===== src/rtl/hphp_pkg.sv =====
package hphp_pkg;
  localparam int SLOTS = 32;
  localparam logic [4:0] OFF_UP  = 5'h00;
  localparam logic [4:0] OFF_DN  = 5'h04;
  localparam logic [4:0] OFF_EJ  = 5'h08;
  localparam logic [4:0] OFF_RMV = 5'h0C;
  localparam logic [4:0] OFF_SEL = 5'h10;
  localparam logic [4:0] OFF_IDX = 5'h14;

  // lowest set bit position; 32 when the word is zero
  function automatic logic [5:0] low_slot(input logic [31:0] v);
    logic [5:0] r;
    r = 6'd32;
    for (int i = 31; i >= 0; i--) begin
      if (v[i]) r = 6'(i);
    end
    return r;
  endfunction

  function automatic logic [31:0] slot_bit(input logic [4:0] s);
    return 32'd1 << s;
  endfunction
endpackage


===== src/rtl/hp_slot_maps.sv =====
module hp_slot_maps #(
  parameter int NBUS = 4,
  localparam int W = NBUS * 32
) (
  input  logic         clk,
  input  logic         rst_n,
  input  logic [W-1:0] up_set,
  input  logic [W-1:0] up_clr,
  input  logic [W-1:0] dn_set,
  input  logic [W-1:0] dn_clr,
  input  logic         rmv_load,
  input  logic [W-1:0] rmv_val,
  output logic [W-1:0] up_map,
  output logic [W-1:0] dn_map,
  output logic [W-1:0] rmv_map
);
  for (genvar b = 0; b < NBUS; b++) begin : g_bus
    always_ff @(posedge clk or negedge rst_n) begin
      if (!rst_n) begin
        up_map[b*32 +: 32]  <= '0;
        dn_map[b*32 +: 32]  <= '0;
        rmv_map[b*32 +: 32] <= '1;
      end else begin
        // a new event wins over a clear in the same cycle
        up_map[b*32 +: 32] <= (up_map[b*32 +: 32] & ~up_clr[b*32 +: 32]) | up_set[b*32 +: 32];
        dn_map[b*32 +: 32] <= (dn_map[b*32 +: 32] & ~dn_clr[b*32 +: 32]) | dn_set[b*32 +: 32];
        if (rmv_load) rmv_map[b*32 +: 32] <= rmv_val[b*32 +: 32];
      end
    end
  end
endmodule


===== src/rtl/hp_drain_seq.sv =====
module hp_drain_seq
  import hphp_pkg::*;
#(
  parameter int NBUS = 4,
  localparam int BW = $clog2(NBUS)
) (
  input  logic              clk,
  input  logic              rst_n,
  input  logic              start,
  input  logic [NBUS*32-1:0] dn_map,
  input  logic [NBUS-1:0]   bus_hp,
  output logic              busy,
  output logic              fire,
  output logic              drop,
  output logic              finish,
  output logic [BW-1:0]     cur_bus,
  output logic [4:0]        cur_slot
);
  logic [BW-1:0] ptr_q;
  logic [31:0]   cur;
  logic [5:0]    lsb;
  logic          has, step;

  assign cur      = dn_map[{ptr_q, 5'd0} +: 32];
  assign lsb      = low_slot(cur);
  assign has      = |cur;
  assign cur_bus  = ptr_q;
  assign cur_slot = lsb[4:0];
  assign fire     = busy && has && bus_hp[ptr_q];
  assign drop     = busy && has && !bus_hp[ptr_q];
  assign step     = busy && !has;
  assign finish   = step && (ptr_q == BW'(NBUS - 1));

  always_ff @(posedge clk or negedge rst_n) begin
    if (!rst_n) begin
      busy  <= 1'b0;
      ptr_q <= '0;
    end else if (start) begin
      busy  <= 1'b1;
      ptr_q <= '0;
    end else if (step) begin
      if (finish) busy <= 1'b0;
      else        ptr_q <= ptr_q + 1'b1;
    end
  end
endmodule


===== src/rtl/hp_status_regs.sv =====
module hp_status_regs
  import hphp_pkg::*;
#(
  parameter int NBUS    = 4,
  parameter int IDXW    = 14,
  parameter int DEF_BUS = 0,
  parameter int EVBW    = 8,
  localparam int BW = $clog2(NBUS),
  localparam int W  = NBUS * 32
) (
  input  logic            clk,
  input  logic            rst_n,
  input  logic            cfg_legacy,
  input  logic            reg_wr,
  input  logic            reg_rd,
  input  logic [4:0]      reg_addr,
  input  logic [31:0]     reg_wdata,
  output logic [31:0]     reg_rdata,
  input  logic            ev_plug,
  input  logic            ev_unplug,
  input  logic [EVBW-1:0] ev_bus,
  input  logic [4:0]      ev_slot,
  output logic            ev_irq,
  input  logic [NBUS-1:0] bus_hp,
  input  logic [W-1:0]    fixed_slots,
  input  logic            plat_rst,
  output logic            ej_valid,
  output logic [BW-1:0]   ej_bus,
  output logic [4:0]      ej_slot,
  output logic [BW-1:0]   lk_bus,
  output logic [4:0]      lk_slot,
  input  logic            lk_present,
  input  logic [IDXW-1:0] lk_value
);
  logic [31:0]   sel_q;
  logic [IDXW-1:0] idx_q;
  logic          sel_ok, ev_ok;
  logic [BW-1:0] sel_b;
  logic [5:0]    wr_lsb;
  logic          up_rdclr, reg_ej, ej_now, idx_hit_ok;
  logic [BW-1:0] ej_bus_n;
  logic [4:0]    ej_slot_n;
  logic [W-1:0]  up_set, up_clr, dn_set, dn_clr, up_map, dn_map, rmv_map;
  logic          drain_busy, drn_fire, drn_drop, drn_finish;
  logic [BW-1:0] drn_bus;
  logic [4:0]    drn_slot;

  assign sel_ok = sel_q < 32'(NBUS);
  assign sel_b  = sel_q[BW-1:0];
  assign ev_ok  = ev_bus < EVBW'(NBUS);
  assign wr_lsb = low_slot(reg_wdata);
  assign lk_bus  = sel_b;
  assign lk_slot = wr_lsb[4:0];

  // register-side events
  assign up_rdclr = reg_rd && (reg_addr == OFF_UP) && sel_ok && !cfg_legacy;
  assign reg_ej   = reg_wr && (reg_addr == OFF_EJ) && sel_ok && !wr_lsb[5]
                    && bus_hp[sel_b] && !drain_busy;
  assign ej_now    = reg_ej || drn_fire;
  assign ej_bus_n  = drn_fire ? drn_bus  : sel_b;
  assign ej_slot_n = drn_fire ? drn_slot : wr_lsb[4:0];
  assign idx_hit_ok = (reg_addr == OFF_IDX) && sel_ok && !wr_lsb[5]
                      && bus_hp[sel_b] && lk_present;

  for (genvar b = 0; b < NBUS; b++) begin : g_mask
    always_comb begin
      up_set[b*32 +: 32] = (ev_plug && ev_ok && ev_bus == EVBW'(b)) ? slot_bit(ev_slot) : '0;
      dn_set[b*32 +: 32] = (ev_unplug && ev_ok && ev_bus == EVBW'(b)) ? slot_bit(ev_slot) : '0;
      up_clr[b*32 +: 32] = ((up_rdclr && sel_b == BW'(b)) ? '1 : '0)
                         | ((ej_now && ej_bus_n == BW'(b)) ? slot_bit(ej_slot_n) : '0);
      dn_clr[b*32 +: 32] = ((ej_now && ej_bus_n == BW'(b)) ? slot_bit(ej_slot_n) : '0)
                         | ((drn_drop && drn_bus == BW'(b)) ? '1 : '0);
    end
  end

  hp_slot_maps #(.NBUS(NBUS)) u_maps (
    .clk(clk), .rst_n(rst_n),
    .up_set(up_set), .up_clr(up_clr), .dn_set(dn_set), .dn_clr(dn_clr),
    .rmv_load(drn_finish), .rmv_val(~fixed_slots),
    .up_map(up_map), .dn_map(dn_map), .rmv_map(rmv_map)
  );

  hp_drain_seq #(.NBUS(NBUS)) u_drain (
    .clk(clk), .rst_n(rst_n), .start(plat_rst), .dn_map(dn_map), .bus_hp(bus_hp),
    .busy(drain_busy), .fire(drn_fire), .drop(drn_drop), .finish(drn_finish),
    .cur_bus(drn_bus), .cur_slot(drn_slot)
  );

  always_comb begin
    reg_rdata = '0;
    if (sel_ok) begin
      case (reg_addr)
        OFF_UP:  reg_rdata = up_map[{sel_b, 5'd0} +: 32];
        OFF_DN:  reg_rdata = dn_map[{sel_b, 5'd0} +: 32];
        OFF_RMV: reg_rdata = rmv_map[{sel_b, 5'd0} +: 32];
        OFF_SEL: reg_rdata = sel_q;
        OFF_IDX: reg_rdata = 32'(idx_q);
        default: reg_rdata = '0;
      endcase
    end
  end

  always_ff @(posedge clk or negedge rst_n) begin
    if (!rst_n) begin
      sel_q    <= 32'(DEF_BUS);
      idx_q    <= '0;
      ev_irq   <= 1'b0;
      ej_valid <= 1'b0;
      ej_bus   <= '0;
      ej_slot  <= '0;
    end else begin
      ev_irq   <= (ev_plug || ev_unplug) && ev_ok;
      ej_valid <= ej_now;
      if (ej_now) begin
        ej_bus  <= ej_bus_n;
        ej_slot <= ej_slot_n;
      end
      if (reg_wr && reg_addr == OFF_SEL)
        sel_q <= cfg_legacy ? 32'(DEF_BUS) : reg_wdata;
      // any write wipes the latch; an index write reloads it
      if (reg_wr)
        idx_q <= idx_hit_ok ? lk_value : '0;
      else if (reg_rd && reg_addr == OFF_IDX && sel_ok)
        idx_q <= '0;
    end
  end
endmodule


===== config.mk =====
export PLATFORM = sky130hd
export DESIGN_NAME = hp_status_regs
export DESIGN_NICKNAME = d
export VERILOG_FILES = /design/src/rtl/hphp_pkg.sv /design/src/rtl/hp_slot_maps.sv /design/src/rtl/hp_drain_seq.sv /design/src/rtl/hp_status_regs.sv
export SDC_FILE = /design/constraint.sdc
export NUM_CORES = 1
export LEC_CHECK = 0
export ABC_AREA = 0
export BUFFER_PORTS_ARGS = -buffer_cell sky130_fd_sc_hd__buf_2
export CORE_AREA = 2 2 224 226
export DETAILED_ROUTE_END_ITERATION = 7
export DIE_AREA = 0 0 226 228
export GPL_TIMING_DRIVEN = 0
export MAX_ROUTING_LAYER = met4
export PLACE_DENSITY = 0.83
export SYNTH_ARGS = -nofsm -noshare
export SYNTH_HDL_FRONTEND = slang
export SYNTH_HIERARCHICAL = 1
export SYNTH_SLANG_ARGS = --single-unit

===== constraint.sdc =====
create_clock -name clk -period 5.19 [get_ports clk]
set_input_delay 0.519 -clock clk [delete_from_list [all_inputs] [get_ports clk]]
set_output_delay 0.519 -clock clk [all_outputs]
set_load 0.02 [all_outputs]

## Yosys cells after proc, flatten, opt, wreduce, memory -nomap -nowiden

Cells that the tools add are included.
Widths: inputs -> output; s select.

| storage, ports and cells | value |
|---|---|
| bits in registers | 442 |
| bits of input ports | 205 |

| cells by class | value |
|---|---|
| equal/unequal tests | 18 |
| add/subtract/negate cells | 1 |
| multiplexer cells | 102 |
| shifts and indexed selects | 6 |
| $lt $le $gt $ge | 4 |
| reduce and logical (&&, ||, !) cells | 61 |
| bitwise operators | 33 |

Operators with widths:

| cell | count |
|---|---|
| $mux 32 | 22 |
| $or 32x32->32 | 16 |
| $shiftx 128x8->32 | 4 |
| $and 32x32->32 | 8 |
| $not 32->32 | 8 |
| $mux 6 | 32 |
| $mux 5 | 33 |
| $pmux 32 s5 | 1 |
| $not 128->128 | 1 |
| $shl 1x5->32 const A | 2 |
| $logic_and 1x1->1 | 43 |
| $mux 14 | 3 |
| $lt 32x3->1 const B | 1 |
| $reduce_or 32->1 | 1 |
| $eq 8x2->1 const B | 2 |
| $eq 2x2->1 const B | 6 |
| $eq 5x4->1 const B | 2 |
| $eq 5x5->1 const B | 2 |
| $eq 8x1->1 const B | 1 |
| $logic_not 8->1 | 1 |
| $lt 8x3->1 const B | 1 |
| $mux 2 | 4 |
| $eq 2x1->1 const B | 3 |
| $logic_not 2->1 | 3 |
| 11 further kinds | 25 |

## Depth between registers and ports, before layout

Gate-level depths: netlist of run 1.

| depth | value |
|---|---|
| depth in word-level cells | 43 |
| depth in mapped cells | 18 |

## Modules after synthesis

Netlist of run 1, hierarchy kept.

By module, submodules not included:

| module | area an instance (um^2) | times used | cells each | sequential area each (um^2) |
|---|---|---|---|---|
| hp_slot_maps | 14271.2 | 1 | 1038 | 9769.4 |
| hp_status_regs | 11135.7 | 1 | 1727 | 1376.3 |
| hp_drain_seq | 1440.1 | 1 | 130 | 75.1 |

## Worst setup path before layout of run 1

OpenSTA, ideal clock, no wires.

| timing | value |
|---|---|
| path kind | register to register |
| from | register u_drain.ptr_q[1], in the netlist u_drain/cur_bus[1] |
| to | register u_maps.dn_map[64] |
| data arrival time | 4032 ps |
| cell stages (with the launch flop) | 19 |
| clock period less this slack | 4150 ps |
| setup slack | 1040 ps |
| cells stage by stage | dfrtp_1 clkbuf_1 clkbuf_1 mux4_2 nor4_4 nand3_2 nor4_4 nor3b_1 buf_2 buf_1 clkbuf_1 o21ai_0 o21ai_0 nor3_2 nand2_1 buf_2 o31ai_1 inv_1 a21o_1 |

RTL lines:

| item | RTL line | text |
|---|---|---|
| start, declared | hp_drain_seq.sv:19 | `logic [BW-1:0] ptr_q;` |
| start signal, assigned | hp_drain_seq.sv:43 | `else ptr_q <= ptr_q + 1'b1;` |
| $shiftx 128x8->32 | hp_drain_seq.sv:24 | `assign cur = dn_map[{ptr_q, 5'd0} +: 32];` |
| $reduce_or 32->1 | hp_drain_seq.sv:26 | `assign has = \|cur;` |
| $logic_and 1x1->1 | hp_drain_seq.sv:29 | `assign fire = busy && has && bus_hp[ptr_q];` |
| $logic_and 1x1->1 * | hp_drain_seq.sv:29 |  |
| via drn_fire | hp_status_regs.sv:44 | `logic drain_busy, drn_fire, drn_drop, drn_finish;` |
| $mux 2 | hp_status_regs.sv:60 | `assign ej_bus_n = drn_fire ? drn_bus : sel_b;` |
| $eq 2x2->1 | hp_status_regs.sv:71 | `dn_clr[b*32 +: 32] = ((ej_now && ej_bus_n == BW'(b)) ? slot_bit(ej_slot_n) : '0)` |
| $logic_and 1x1->1 | hp_status_regs.sv:71 |  |
| $mux 32 * | hp_status_regs.sv:71 |  |
| $or 32x32->32 * | hp_status_regs.sv:72 | `\| ((drn_drop && drn_bus == BW'(b)) ? '1 : '0);` |
| via dn_clr[64] | hp_status_regs.sv:43 | `logic [W-1:0] up_set, up_clr, dn_set, dn_clr, up_map, dn_map, rmv_map;` |
| $not 32->32 * | hp_slot_maps.sv:26 | `dn_map[b*32 +: 32] <= (dn_map[b*32 +: 32] & ~dn_clr[b*32 +: 32]) \| dn_set[b*32 +: 32];` |
| $and 32x32->32 * | hp_slot_maps.sv:26 |  |
| $or 32x32->32 * | hp_slot_maps.sv:26 |  |
| end signal, assigned by index | hp_slot_maps.sv:26 |  |
| end, declared | hp_slot_maps.sv:14 | `output logic [W-1:0] dn_map,` |

The timed path passes the listed nets; every way through them passes the cells marked *. The select of a mux whose other input is x is not followed.
A chain may end at the register's enable or synchronous reset.

## Worst setup path in the final report of run 1

| timing | value |
|---|---|
| from | register u_drain.ptr_q[0], in the netlist u_drain/cur_bus[0] |
| to | register u_maps.up_map[7] |

RTL lines:

| item | RTL line | text |
|---|---|---|
| $shiftx 128x8->32 | hp_drain_seq.sv:24 |  |
| $reduce_or 32->1 | hp_drain_seq.sv:26 |  |
| $logic_and 1x1->1 | hp_drain_seq.sv:29 |  |
| $logic_and 1x1->1 * | hp_drain_seq.sv:29 |  |
| via drn_fire | hp_status_regs.sv:44 |  |
| $mux 2 | hp_status_regs.sv:60 |  |
| $logic_not 2->1 | hp_status_regs.sv:70 | `\| ((ej_now && ej_bus_n == BW'(b)) ? slot_bit(ej_slot_n) : '0);` |
| $logic_and 1x1->1 | hp_status_regs.sv:70 |  |
| $mux 32 * | hp_status_regs.sv:70 |  |
| $or 32x32->32 * | hp_status_regs.sv:70 |  |
| via up_clr[7] | hp_status_regs.sv:43 |  |
| $not 32->32 * | hp_slot_maps.sv:25 | `up_map[b*32 +: 32] <= (up_map[b*32 +: 32] & ~up_clr[b*32 +: 32]) \| up_set[b*32 +: 32];` |
| $and 32x32->32 * | hp_slot_maps.sv:25 |  |
| $or 32x32->32 * | hp_slot_maps.sv:25 |  |
| end signal, assigned by index | hp_slot_maps.sv:25 |  |
| end, declared | hp_slot_maps.sv:13 | `output logic [W-1:0] up_map,` |

Marks and branches as above.

==> results.py, run 1 <==
metrics = {
    "routing": {
        "detail_route.drc_violations": 0,
        "route.vias.total": 25700,
        "detail_route.vias_per_cell": 6.55,
        "drt-initial-drc-count": 4040,
        "wl_mm": 111,
        "route.antenna.remaining_nets": 0,
        "dr.pass1.iters": 7,
        "drt-wirelength-per-cell_um": 28.1,
    },
    "global_routing": {
        "grt_overflow": 0,
        "globalRouteTotalUtil_pct": 43.5,
        "grt_pass1_wl_mm": 158,
        "grt_pass1_vias": 24800,
        "initial_antenna_violation_count": 3,
        "grt_start_max_net_pins": 122,
    },
    "clock_tree": {
        "clk_transition_reported_paths_ps": 60,
        "htree_num_levels": 2,
        "tritoncts_num_sinks": 442,
        "clk_root_buffer_cell": "clkbuf_16",
        "worstSkewPairLatency_ps": 620,
        "cts-buffers-inserted": 49,
        "clk_path_buf_depth": 3,
        "cts_tree": "built",
    },
    "pwr": {
        "power_switching_w": 0.00365,
        "netSwitchingFraction_pct": 32.5,
        "internal-power_w": 0.00758,
        "power.share.clock_pct": 31.3,
        "power_leakage_nw": 15.3,
        "seq_power_share_pct": 43.5,
        "power.combinational.fraction_pct": 25.2,
        "worst_ir_drop_vdd_v": 0.000306,
        "pwr_density_cell_nw_per_um2": 363,
        "fin_total_pwr_w": 0.0112,
    },
    "yosys": {
        "yosysTopAreaCell": "dfrtp_1",
        "synth.top_cell.area_share_pct": 29.3,
        "yosys_warnings": 6,
        "synthTopCellsByArea": "dfrtp_1 29%, dfstp_2 13%, a21o_1 7.2%",
        "synth_enable_flop_cells": 0,
        "post_synth_top_flop": "dfrtp_1",
        "number_of_synthesized_register_bits": 442,
        "gate_count_post_synth": 2895,
        "synth_cell_types": 76,
        "synth_fp_nets": 3101,
        "synth_area_um2": 26800,
        "postSynth.asyncResetShare_pct": 100,
        "syn-mean-instance-area_um2": 9.27,
        "synth-seq-area-share_pct": 41.8,
    },
    "setup_path": {
        "r2r_setup_slack_ps": -70,
        "startpoint_type": "register",
        "crit_path_top_delay_cell": "mux4_2",
        "worst-setup-path-type": "reg -> reg",
        "path_delay_family": "simple AND/OR/NAND/NOR gates",
        "crit_path_frequent_cell": "nor4_4",
        "worstSetupEndpointType": "register",
        "crit_required_ps": 5690,
        "crit_path_max_incr_delay_ps": 670,
        "timing.critical_path.arrival_ps": 5770,
        "worstPathBufferInverterCount": 4,
        "path_cells": "buf_8, buf_12, mux4_2, nor4_4, nand4_1, nor4_4, nor3b_1, or3_1, a211oi_2, nor2_1, clkbuf_1, o31ai_1, inv_1, a21o_1",
        "critical_path.max_fanout": 10,
    },
    "place": {
        "dpl_worst_slack_ps": -1110,
        "detailed_place.area_um2": 29000,
        "place.port_buffers": 250,
        "place.gp.congestion": 1.11,
        "dp_hpwl_mm": 78.6,
    },
    "timing": {
        "final_max_slew_viol_count": 9,
        "worst_pin_slew_ps": 1560,
        "grt_setup_unrepaired": "true",
        "timing.max_slew.rel_slack_pct": -4.52,
        "final-setup-viol-count": 6,
        "finalCritPeriodShare_pct": 101,
        "postLayoutSetupSlackWorst_ps": -73.5,
        "final_hold_viol_count": 0,
        "clock-skew-final_ps": 41.6,
        "fin_crit_ps": 5260,
        "max_clock_freq_ghz": 0.190,
    },
    "floorplan": {
        "die-area_um2": 51500,
        "dieWidth_um": 226,
        "core_area_um2": 49300,
        "floorplan.initialDensity_pct": 54.4,
        "die_extent_in_y_um": 228,
        "num_rows": 82,
        "pin_count": 253,
    },
    "outcome": {
        "result_of_the_run": "finished with violations",
        "violations": "capacitance limit, slew limit, setup timing",
    },
    "layout": {
        "flow.area_growth_from_synthesis_pct": 15.1,
        "drive_gt1_share_pct": 25.9,
        "mostFrequentLayoutCell": "inv_1",
        "finalNetCount": 3414,
        "post-route-cell-area_um2": 30900,
        "layout.cells.most_common_list": "404 x inv_1, 397 x nor2_1, 312 x dfrtp_1",
    },
    "run": {
        "max_cap_viol_count": 1,
    },
    "min_path": {
        "hold_path.class": "in -> reg",
    },
}
[worst register-to-register path: cells and delay by family (launching register included)]
| family | cells | cell delay (ps) |
|---|---|---|
| and+or+nand+nor | 6 | 1840 |
| AOI/OAI and AO/OA | 3 | 1250 |
| buffers and inverters | 4 | 980 |
| muxes | 1 | 680 |
| DFF | 1 | 410 |
[power groups by stage]
stage | registers, W | clock network, W | logic [W]
after floorplan | 0.00466 | 0 | 0.00175
after global placement | 0.00491 | 0 | 0.00256
after detailed placement | 0.00493 | 0 | 0.00264
after CTS | 0.00487 | 0.00352 | 0.00268
after global routing | 0.00493 | 0.00364 | 0.00293
final | 0.00488 | 0.00352 | 0.00283
[worst paths after layout]
check / startpoint / to / depth (start not counted)
worst max-delay path: u_drain/cur_bus[0] / u_maps/up_map[7] / 14
worst min-delay path: lk_value[12] / idx_q[12] / 2
worst max register to register: u_drain/cur_bus[0] / u_maps/up_map[7] / 14
worst min register to register: u_maps/up_map[63] / u_maps/up_map[63] / 1
max in group asynchronous: rst_n / u_maps/dn_map[119] / 4
min in group asynchronous: rst_n / u_maps/dn_map[72] / 2
[layer usage]
| layer | wire [µm] | track usage [%] | up-vias |
|---|---|---|---|
| met5 | 0 | - | - |
| met4 | 9110 | 28.5 | 0 |
| met1 | 39200 | 52.7 | 12300 |
| met2 | 46300 | 61.4 | 2252 |
| li1 | - | - | 10600 |
| met3 | 15900 | 15.0 | 630 |
[cell usage after synthesis, types with 107 or more instances]
cell type,number
a21o_1,258
a21oi_1,126
clkbuf_1,121
dfrtp_1,314
dfstp_2,128
inv_1,404
mux2_2,132
mux2i_1,132
nand2_1,142
nor2_1,397
o21ai_0,107
o31ai_1,156
[timing repair]
action / in CTS / in global routing
pin swaps: 2 / 4
gates cloned: 0 / 0
hold endpoints to repair: 65 / 0
buffers inserted: 2 / 6
hold buffers: 1 / 0
resized for setup: 25 / 28
endpoints found under the setup margin: 260 / 208
[registers in the layout (all words and copies together), names as in the netlist]
| signal | flops |
|---|---|
| u_drain/cur_bus | 2 |
| u_maps/up_map | 128 |
| u_maps/rmv_map | 128 |
| ej_slot | 5 |
| sel_q | 32 |
| ev_irq | 1 |
| ej_valid | 1 |
| u_drain/busy | 1 |
| ej_bus | 2 |
| idx_q | 14 |
| u_maps/dn_map | 128 |
[stage by stage]
stage	hold slack [ps]	cells	TNS (ps)	util (%)
floorplan	223	2895	0	-
global placement	459	3817	-2137610	58.6
detailed placement	465	3820	-185060	58.8
CTS	112	3914	-51.2	62.3
global route	131	3923	-834	62.6
finish	123	3926	-248	62.6
[area by class of cell]
type	count	area [µm²]
fillers	4203	18400
multi-input cells	1835	13200
flip-flops and latches	442	11200
inverters	404	1520
repair buffers	262	1410
clock buffers	68	1400
plain buffers	214	1160
well taps	672	841
clock inverters	23	189
diodes	6	15.0
[cell families after synthesis]
logic type      after synthesis  share of synthesized area (%)
compound gates              809                           21.4
buf+inv                     618                           9.77
flops                       442                           41.8
simple gates                708                           12.1
fa+ha+maj                     1                         0.0466
mux                         317                           14.9
(Power assumes the default switching activity.)
==> run 2: changes to the inputs <==
--- a/config.mk
+++ b/config.mk
@@ -12,7 +12,7 @@
 export DIE_AREA = 0 0 226 228
 export GPL_TIMING_DRIVEN = 0
 export MAX_ROUTING_LAYER = met4
-export PLACE_DENSITY = 0.83
+export PLACE_DENSITY = 0.75
 export SYNTH_ARGS = -nofsm -noshare
 export SYNTH_HDL_FRONTEND = slang
 export SYNTH_HIERARCHICAL = 1
==> constraint.sdc (replaced) <==
create_clock -name clk -period 5.19 [get_ports clk]
set_input_delay 1.557 -clock clk [delete_from_list [all_inputs] [get_ports clk]]
set_output_delay 1.557 -clock clk [all_outputs]
set_load 0.02 [all_outputs]
==> results.py, run 2 (synthesized netlist as in run 1, its figures left out) <==
metrics = {
    "global_routing": {
        "grt_pass1_wl_mm": 170,
        "globalRouteTotalUtil_pct": 47.5,
        "grt_pass1_vias": 25500,
        "grt_overflow": 0,
        "initial_antenna_violation_count": 4,
        "grt_start_max_net_pins": 126,
    },
    "pwr": {
        "worst_ir_drop_vdd_v": 0.000382,
        "pwr_density_cell_nw_per_um2": 364,
        "power_leakage_nw": 15.7,
    },
    "layout": {
        "multiInputGateArea_um2": 13400,
        "drive_gt1_share_pct": 29.2,
        "finalNetCount": 3428,
        "mostFrequentLayoutCell": "inv_1",
        "post-route-cell-area_um2": 31900,
        "final_util_pct": 64.7,
        "flow.area_growth_from_synthesis_pct": 18.9,
        "layout_top_registers": "u_maps/dn_map x128, u_maps/rmv_map x128, u_maps/up_map x128",
        "regArea_um2": 11200,
        "layout.cells.most_common_list": "404 x inv_1, 358 x nor2_1, 312 x dfrtp_1",
        "final-instance-count-excl-fill": 3943,
        "num-fill-cells": 4133,
    },
    "timing": {
        "timing.max_slew.rel_slack_pct": -15.4,
        "clock-skew-final_ps": 24.5,
        "grt_setup_unrepaired": "true",
        "final_max_slew_viol_count": 9,
        "max_clock_freq_ghz": 0.184,
        "finalCritPeriodShare_pct": 105,
        "postLayoutSetupSlackWorst_ps": -251,
        "final-setup-viol-count": 31,
        "hold_slack_ps": 476,
        "fin_crit_ps": 5440,
        "final_hold_viol_count": 0,
        "worst_pin_slew_ps": 1720,
    },
    "outcome": {
        "result_of_the_run": "finished with violations",
        "violations": "capacitance limit, slew limit, setup timing",
    },
    "clock_tree": {
        "clk_root_buffer_cell": "clkbuf_16",
        "clk_transition_reported_paths_ps": 60,
        "worstSkewPairLatency_ps": 620,
        "cts_tree": "built",
        "cts-buffers-inserted": 50,
        "post_cts_hold_buffer_count": 0,
        "clk_path_buf_depth": 3,
        "tritoncts_num_sinks": 442,
        "htree_num_levels": 2,
    },
    "floorplan": {
        "num_rows": 82,
        "die_extent_in_y_um": 228,
        "pin_count": 253,
        "core_area_um2": 49300,
        "die-area_um2": 51500,
        "dieWidth_um": 226,
        "floorplan.initialDensity_pct": 54.4,
    },
    "setup_path": {
        "timing.critical_path.arrival_ps": 3880,
        "worst-setup-path-type": "in -> out",
        "crit_required_ps": 3630,
        "crit-reg2reg-launch": "u_drain/cur_bus[1]",
        "worstSetupEndpointType": "output pin",
        "r2r_setup_slack_ps": -30,
        "reg2reg_depth": 14,
        "critical_path.max_fanout": 10,
        "startpoint_type": "input pin",
        "r2r-end": "u_maps/up_map[3]",
    },
    "place": {
        "place.port_buffers": 250,
        "dp_hpwl_mm": 86.2,
        "place.gp.congestion": 1.07,
        "dp_cells": 3820,
        "detailed_place.area_um2": 29000,
    },
    "routing": {
        "wl_mm": 120,
        "dr.pass1.iters": 6,
        "route.vias.total": 25900,
        "detail_route.drc_violations": 0,
        "drt-wirelength-per-cell_um": 30.4,
        "route.antenna.remaining_nets": 0,
        "detail_route.vias_per_cell": 6.56,
        "drt-initial-drc-count": 3256,
    },
    "min_path": {
        "hold_end": "u_maps/up_map[34]",
        "worst_hold_startpoint": "u_maps/up_map[34]",
        "hold_path.class": "reg -> reg",
        "timing.hold.worst_path_depth": 1,
    },
    "run": {
        "max_cap_viol_count": 1,
    },
}
## run 2: changes by cell type in the layout (fill, tap and decap cells not counted), sizes merged
cell           delta
buf              +17
clkinv            -7
bufinv            +4
inv               -4
clkdlybuf4s15     +3
diode             +3
clkdlybuf4s18     +1
clkinvlp          +1
dlygate4sd3       -1
## run 2: worst max-delay path, cell delays in order
cell	delay, ps
buf_8	100
or4b_4	610
clkbuf_16	210
clkbuf_16	160
clkbuf_4	220
o211ai_1	260
nand4_1	350
a21oi_1	250
buf_4	170
## run 2: cell type report
cell class / count / share of cell area, %
Multi-Input combinational cell: 1835 / 41.9
Sequential cell: 442 / 35.2
Timing Repair Buffer: 278 / 5.35
Inverter: 404 / 4.75
Buffer: 211 / 4.68
Clock buffer: 75 / 4.63
Tap cell: 672 / 2.63
Clock inverter: 17 / 0.796
Antenna cell: 9 / 0.0706
## run 2: how the worst max path moves through the flow
stage                        from           endpoint  slack (ps)  depth (start not counted)
2_1_floorplan         reg_addr[4]      reg_rdata[14]          50                          8
5_1_grt               reg_addr[0]       reg_rdata[3]        -230                          9
3_5_place_dp   u_drain/cur_bus[1]  u_maps/up_map[71]       -1960                         18
3_3_place_gp                rst_n  u_maps/dn_map[54]       -6240                          1
6_report              reg_addr[0]       reg_rdata[0]        -250                          9
4_1_cts               reg_addr[0]       reg_rdata[3]        -140                          9
## run 2: repair_timing
action	4_1_cts	5_1_grt
setup buffers	13	11
resized for setup	169	141
pin swaps	20	22
cloned	1	0
setup endpoints to repair	421	242
## run 2: per-layer routing
layer | track usage, % | vias to the layer above | share of wire [%]
met1 | 58.0 | 12700 | 37
li1 | - | 10600 | -
met4 | 32.2 | 0 | 8.4
met3 | 14.5 | 656 | 13
met5 | - | - | 0
met2 | 67.3 | 1951 | 42
## run 2: stage by stage
stage	setup TNS, ps	total power (W)	setup WS [ps]
after floorplan	0	0.00642	52.2
after global placement	-2711030	0.00753	-6240
after detailed placement	-384420	0.00763	-1960
after CTS	-1630	0.0115	-140
after global routing	-3190	0.0119	-229
final	-3200	0.0116	-251
## run 2: report_power, final
group          internal (W)  switching (W)  leakage (nW)
sequential          0.00440       0.000480          5.70
clock               0.00226        0.00155         0.841
combinational       0.00122        0.00172          9.19
total               0.00788        0.00375          15.7
